--- src/rtl/sbs_pkg.sv ---
package sbs_pkg;
  typedef enum logic {
    PH_SETTLE = 1'b0,
    PH_SAMPLE = 1'b1
  } phase_e;
endpackage

--- src/rtl/sbs_phase_timer.sv ---
// Counts ticks within one phase; done pulses on the tick that ends it.
module sbs_phase_timer #(
  parameter int CNT_W = 16
) (
  input  logic             clk,
  input  logic             rst,
  input  logic             tick_en,
  input  logic [CNT_W-1:0] limit,
  output logic             done
);
  logic [CNT_W-1:0] cnt_q;

  assign done = tick_en && (cnt_q == limit - CNT_W'(1));

  always_ff @(posedge clk) begin
    if (rst || done) cnt_q <= '0;
    else if (tick_en) cnt_q <= cnt_q + CNT_W'(1);
  end
endmodule

--- src/rtl/sbs_peak_hold.sv ---
// Saturating magnitude and running maximum for one sampling window.
module sbs_peak_hold #(
  parameter int SAMPLE_W = 12
) (
  input  logic                       clk,
  input  logic                       rst,
  input  logic                       clear,
  input  logic                       take,
  input  logic signed [SAMPLE_W-1:0] sample,
  output logic [SAMPLE_W-2:0]        peak_q,
  output logic [SAMPLE_W-2:0]        peak_d
);
  localparam int MAG_W = SAMPLE_W - 1;

  function automatic logic [MAG_W-1:0] sat_mag(input logic signed [SAMPLE_W-1:0] s);
    logic [SAMPLE_W-1:0] flipped;
    if (s == {1'b1, {(SAMPLE_W-1){1'b0}}}) return {MAG_W{1'b1}};
    flipped = SAMPLE_W'(-s);
    return s[SAMPLE_W-1] ? flipped[MAG_W-1:0] : s[MAG_W-1:0];
  endfunction

  logic [MAG_W-1:0] mag;

  always_comb begin
    mag    = sat_mag(sample);
    peak_d = (take && (mag > peak_q)) ? mag : peak_q;
  end

  always_ff @(posedge clk) begin
    if (rst || clear) peak_q <= '0;
    else              peak_q <= peak_d;
  end
endmodule

--- src/rtl/spectrum_band_seq.sv ---
module spectrum_band_seq #(
  parameter int NUM_BANDS = 8,
  parameter int SAMPLE_W  = 12,
  parameter int CNT_W     = 16,
  // entry b at [b*CNT_W +: CNT_W]; band 0 (lowest) is the rightmost entry
  parameter logic [NUM_BANDS*CNT_W-1:0] SETTLE_TICKS = {
    16'd12, 16'd25, 16'd50, 16'd100, 16'd200, 16'd400, 16'd800, 16'd1600},
  parameter logic [NUM_BANDS*CNT_W-1:0] SAMPLE_TICKS = {
    16'd25, 16'd50, 16'd100, 16'd200, 16'd400, 16'd800, 16'd1600, 16'd3200},
  localparam int BAND_W = (NUM_BANDS > 1) ? $clog2(NUM_BANDS) : 1
) (
  input  logic                       clk,
  input  logic                       rst,
  input  logic                       tick_en,
  input  logic                       smp_valid,
  input  logic signed [SAMPLE_W-1:0] smp_data,
  output logic [BAND_W-1:0]          band_sel,
  output logic                       sampling,
  output logic                       peak_valid,
  output logic [BAND_W-1:0]          peak_band,
  output logic [SAMPLE_W-2:0]        peak_mag
);
  import sbs_pkg::*;

  localparam int MAG_W = SAMPLE_W - 1;
  localparam logic [BAND_W-1:0] LAST_BAND = BAND_W'(NUM_BANDS - 1);

  logic [CNT_W-1:0] settle_len [NUM_BANDS];
  logic [CNT_W-1:0] sample_len [NUM_BANDS];

  for (genvar g = 0; g < NUM_BANDS; g++) begin : g_tbl
    assign settle_len[g] = SETTLE_TICKS[g*CNT_W +: CNT_W];
    assign sample_len[g] = SAMPLE_TICKS[g*CNT_W +: CNT_W];
  end

  phase_e           phase_q;
  logic [BAND_W-1:0] band_q;
  logic [CNT_W-1:0] phase_limit;
  logic             phase_done;
  logic             win_open;   // settling ends, window opens
  logic             win_close;  // window ends, report issues
  logic             take;
  logic [MAG_W-1:0] peak_q;
  logic [MAG_W-1:0] peak_d;

  function automatic logic [BAND_W-1:0] next_band(input logic [BAND_W-1:0] b);
    return (b == LAST_BAND) ? '0 : b + BAND_W'(1);
  endfunction

  assign phase_limit = (phase_q == PH_SAMPLE) ? sample_len[band_q] : settle_len[band_q];
  assign win_open    = phase_done && (phase_q == PH_SETTLE);
  assign win_close   = phase_done && (phase_q == PH_SAMPLE);
  assign take        = smp_valid && (phase_q == PH_SAMPLE);

  sbs_phase_timer #(.CNT_W(CNT_W)) timer_i (
    .clk     (clk),
    .rst     (rst),
    .tick_en (tick_en),
    .limit   (phase_limit),
    .done    (phase_done)
  );

  sbs_peak_hold #(.SAMPLE_W(SAMPLE_W)) peak_i (
    .clk    (clk),
    .rst    (rst),
    .clear  (win_open),
    .take   (take),
    .sample (smp_data),
    .peak_q (peak_q),
    .peak_d (peak_d)
  );

  always_ff @(posedge clk) begin
    if (rst) begin
      phase_q    <= PH_SETTLE;
      band_q     <= '0;
      peak_valid <= 1'b0;
      peak_band  <= '0;
      peak_mag   <= '0;
    end else begin
      peak_valid <= win_close;
      if (win_open) phase_q <= PH_SAMPLE;
      if (win_close) begin
        phase_q   <= PH_SETTLE;
        band_q    <= next_band(band_q);
        peak_band <= band_q;
        peak_mag  <= peak_d;
      end
    end
  end

  assign band_sel = band_q;
  assign sampling = (phase_q == PH_SAMPLE);
endmodule

--- config.mk ---
export PLATFORM = sky130hd
export DESIGN_NAME = spectrum_band_seq
export DESIGN_NICKNAME = d
export VERILOG_FILES = /design/src/rtl/sbs_pkg.sv /design/src/rtl/sbs_phase_timer.sv /design/src/rtl/sbs_peak_hold.sv /design/src/rtl/spectrum_band_seq.sv
export SDC_FILE = /design/constraint.sdc
export NUM_CORES = 1
export LEC_CHECK = 0
export ABC_CLOCK_PERIOD_IN_PS = 9220
export BUFFER_PORTS_ARGS = -buffer_cell sky130_fd_sc_hd__buf_2
export CAP_MARGIN = 30
export CELL_PAD_IN_SITES_DETAIL_PLACEMENT = 1
export CELL_PAD_IN_SITES_GLOBAL_PLACEMENT = 1
export CORE_ASPECT_RATIO = 0.5
export CORE_UTILIZATION = 23
export DETAILED_ROUTE_END_ITERATION = 12
export GPL_TIMING_DRIVEN = 1
export HOLD_SLACK_MARGIN = 0.03
export PLACE_DENSITY = 0.56
export SYNTH_ARGS = -nofsm -noshare
export SYNTH_HDL_FRONTEND = slang
export SYNTH_SLANG_ARGS = --single-unit
export TNS_END_PERCENT = 30
--- constraint.sdc ---
create_clock -name clk -period 9.22 [get_ports clk]
set_input_delay 0.922 -clock clk [delete_from_list [all_inputs] [get_ports clk]]
set_output_delay 0.922 -clock clk [all_outputs]
set_load 0.05 [all_outputs]
==> results.toml <==
[cts]
ctsLongestPathBuffers = 2
root_buffer = "clkbuf_16"
clk_latency_ps = 290
clkSinkCount = 46
ctsHoldBuffers = 0
post_cts_buffers = 0
tritoncts = "done"
clkTransAtPathRegs_ps = 70
cts_resized = 0
cts-htree-levels = 2
cts_buffers = 5

[timing]
setup_viol = 0
whs_ps = 459
drv_slew = 0
slew-limit-headroom = 0.450
max_freq_ghz = 0.235
rsz0062_at_grt = "false"
min_period_ps = 4260
finalSetupTns_ps = 0
tightest_slew_ps = 826
hold_viol = 0
clock_skew_ps = 6.36
worst_slack_ps = 4960
min_period_over_period = 0.462

[job]
cap_violations = 0

[cells_and_area]
n_fill_cell = 1579
drive_gt1_frac = 0.173
layout_common_cells = "46 x dfxtp_1, 40 x nor2_1, 38 x nand2_1, 34 x buf_2, 28 x inv_1"
syn2layout_area_growth_pct = 16.4
utilization = 0.282
final_area_um2 = 3670
nets = 451
diodes = 0
layout_commonest_cell = "dfxtp_1"

[global_routing]
antenna_found_initial = 0
grt_max_degree = 28
grt_pass1_vias = 2799
grt_pass1_wl_mm = 14.0
grt.overflow.total = 0
grt_use_total = 0.121

[status]
status = "complete, no violations"

[worst_setup_path]
critPathSlowestCell = "or3_1"
crit_cells = 12
worstSetupStartpointType = "register"
crit_arrival_ps = 4450
crit_buf_inv = 0
worstRegToRegCells = 12
required_ps = 9400
crit_path_end_kind = "register"
crit_path_max_incr_delay_ps = 720
crit_chain = "ha_1 > ha_1 > nand2_1 > o31a_1 > ha_1 > nor4b_1 > a21boi_0 > or4_1 > xor2_1 > nand2_1 > or3_1 > a31o_2"
critPathKind = "register to register"
cpMostUsedCell = "ha_1"
crit_family = "simple AND/OR/NAND/NOR gates"
crit_path_max_fanout = 15

[pwr]
ir_worst_vdd_uv = 53.9
p_int_w = 0.000341
power_leakage_nw = 1.46
switching_share = 0.231
p_switching_w = 0.000102
p_clk_frac = 0.469
p_per_area_nw_per_um2 = 121
seqPwrFrac = 0.454
combPwrFrac = 0.077

[synthesis]
ys_ff_latch = 46
ys_async_sr_fraction = 0
syn_avg_cell_area_um2 = 8.16
syn-num-nets = 422
synth_flop_cell = "dfxtp_1"
syn-cell-area_um2 = 3150
synth_cells = 386
yosys_warnings = 0
synth-seq-area-share = 0.292
synth-edff-count = 0
ys_types = 54

[floorplanning]
die_h_um = 84.8
ioPinCount = 35
dieArea_um2 = 14200
core_area_um2 = 13000
num_rows = 29
die_w_um = 168
initial_core_util = 0.243

[drt]
vias = 2787
via_per_inst = 4.76
firstDrtPassIters = 4
wl_mm = 8.08
drc = 0
dr.first_iter.drc_count = 158
ant_nets = 0
routedWlPerCell_um = 13.8

[place]
port_buffers = 34
place_ws_ps = 4830
dp_hpwl_mm = 6.20
globalplace.congestion = 0.779
placed_cell_area_um2 = 3500

[hold_path]
whs_path_depth = 2
hp-class = "register to register"
==> per-stage QoR <==
stage,total power (W),cells
floorplan,0.000228,386
global placement,0.000241,577
detailed placement,0.000241,578
CTS,0.000451,586
global route,0.000466,586
finish,0.000443,586
==> power groups by stage <==
stage          Sequential [W]  Clock (W)  Combinational, W
6_report             0.000201   0.000208         0.0000342
5_1_grt              0.000201   0.000225         0.0000399
4_1_cts              0.000201   0.000215         0.0000351
3_5_place_dp         0.000206          0         0.0000348
3_3_place_gp         0.000206          0         0.0000350
2_1_floorplan        0.000205          0         0.0000229
==> cells in the mapped netlist (all sizes together) (7+ instances only) <==
cell,count,area [um2]
a21oi,15,75.1
buf,7,42.5
clkbuf,10,37.5
dfxtp,46,921
ha,20,250
inv,28,105
mux2,9,101
mux2i,15,150
nand2,38,143
nand3,13,65.1
nand4,7,43.8
nor2,40,150
nor3,8,40.0
nor4,8,50.1
o21ai,19,95.1
o31ai,9,67.6
xnor2,14,123
xor2,13,114
==> sequential cells by signal, indices dropped and copies added, names as in the netlist <==
| name | count |
|---|---|
| timer_i.cnt_q | 16 |
| peak_i.peak_q | 11 |
| peak_mag | 11 |
| band_sel | 3 |
| peak_band | 3 |
| peak_valid | 1 |
| sampling | 1 |
==> kinds of logic (layout without fill, tap and decap cells) <==
family | Yosys count | in the layout | synth area share
XOR/XNOR | 27 | 27 | 0.0751
flip-flops | 46 | 46 | 0.292
buffers and inverters | 46 | 76 | 0.0600
AO/OA/AOI/OAI | 73 | 73 | 0.164
AND/OR/NAND/NOR | 148 | 148 | 0.236
adder cells (fa/ha/maj) | 20 | 20 | 0.0794
multiplexers | 26 | 26 | 0.0941
==> per-layer routing <==
metal | global-route usage | wire (um) | vias to the layer above
met5 | 0 | 0 | -
met1 | 0.163 | 4220 | 1331
li1 | - | - | 1430
met2 | 0.203 | 3640 | 20
met4 | 0.0300 | 57 | 0
met3 | 0.0193 | 160 | 6
==> cell type report <==
| type | instances | area [um2] | share of cell area |
|---|---|---|---|
| repair buffers | 39 | 208 | 0.0566 |
| inverters | 29 | 109 | 0.0297 |
| clock buffers | 5 | 125 | 0.0341 |
| multi-input cells | 294 | 2050 | 0.558 |
| well taps | 170 | 213 | 0.0580 |
| clock inverters | 3 | 45.0 | 0.0123 |
| flip-flops and latches | 46 | 921 | 0.251 |
==> worst register-to-register path, cell delays in order, from the launching register on <==
cell	delay [ps]
dfxtp_1	560
ha_1	360
ha_1	230
nand2_1	150
o31a_1	180
ha_1	270
nor4b_1	170
a21boi_0	130
or4_1	570
xor2_1	210
nand2_1	220
or3_1	720
a31o_2	380
==> path summary, 6_finish.rpt <==
check | to | start | slack [ps]
worst max-delay path | peak_band[2] | band_sel[1] | 4960
worst min-delay path | peak_mag[6] | peak_mag[6] | 460
worst max register to register | peak_band[2] | band_sel[1] | 4960
worst min register to register | peak_mag[6] | peak_mag[6] | 460
No activity file was read; power rests on OpenSTA's default activity.
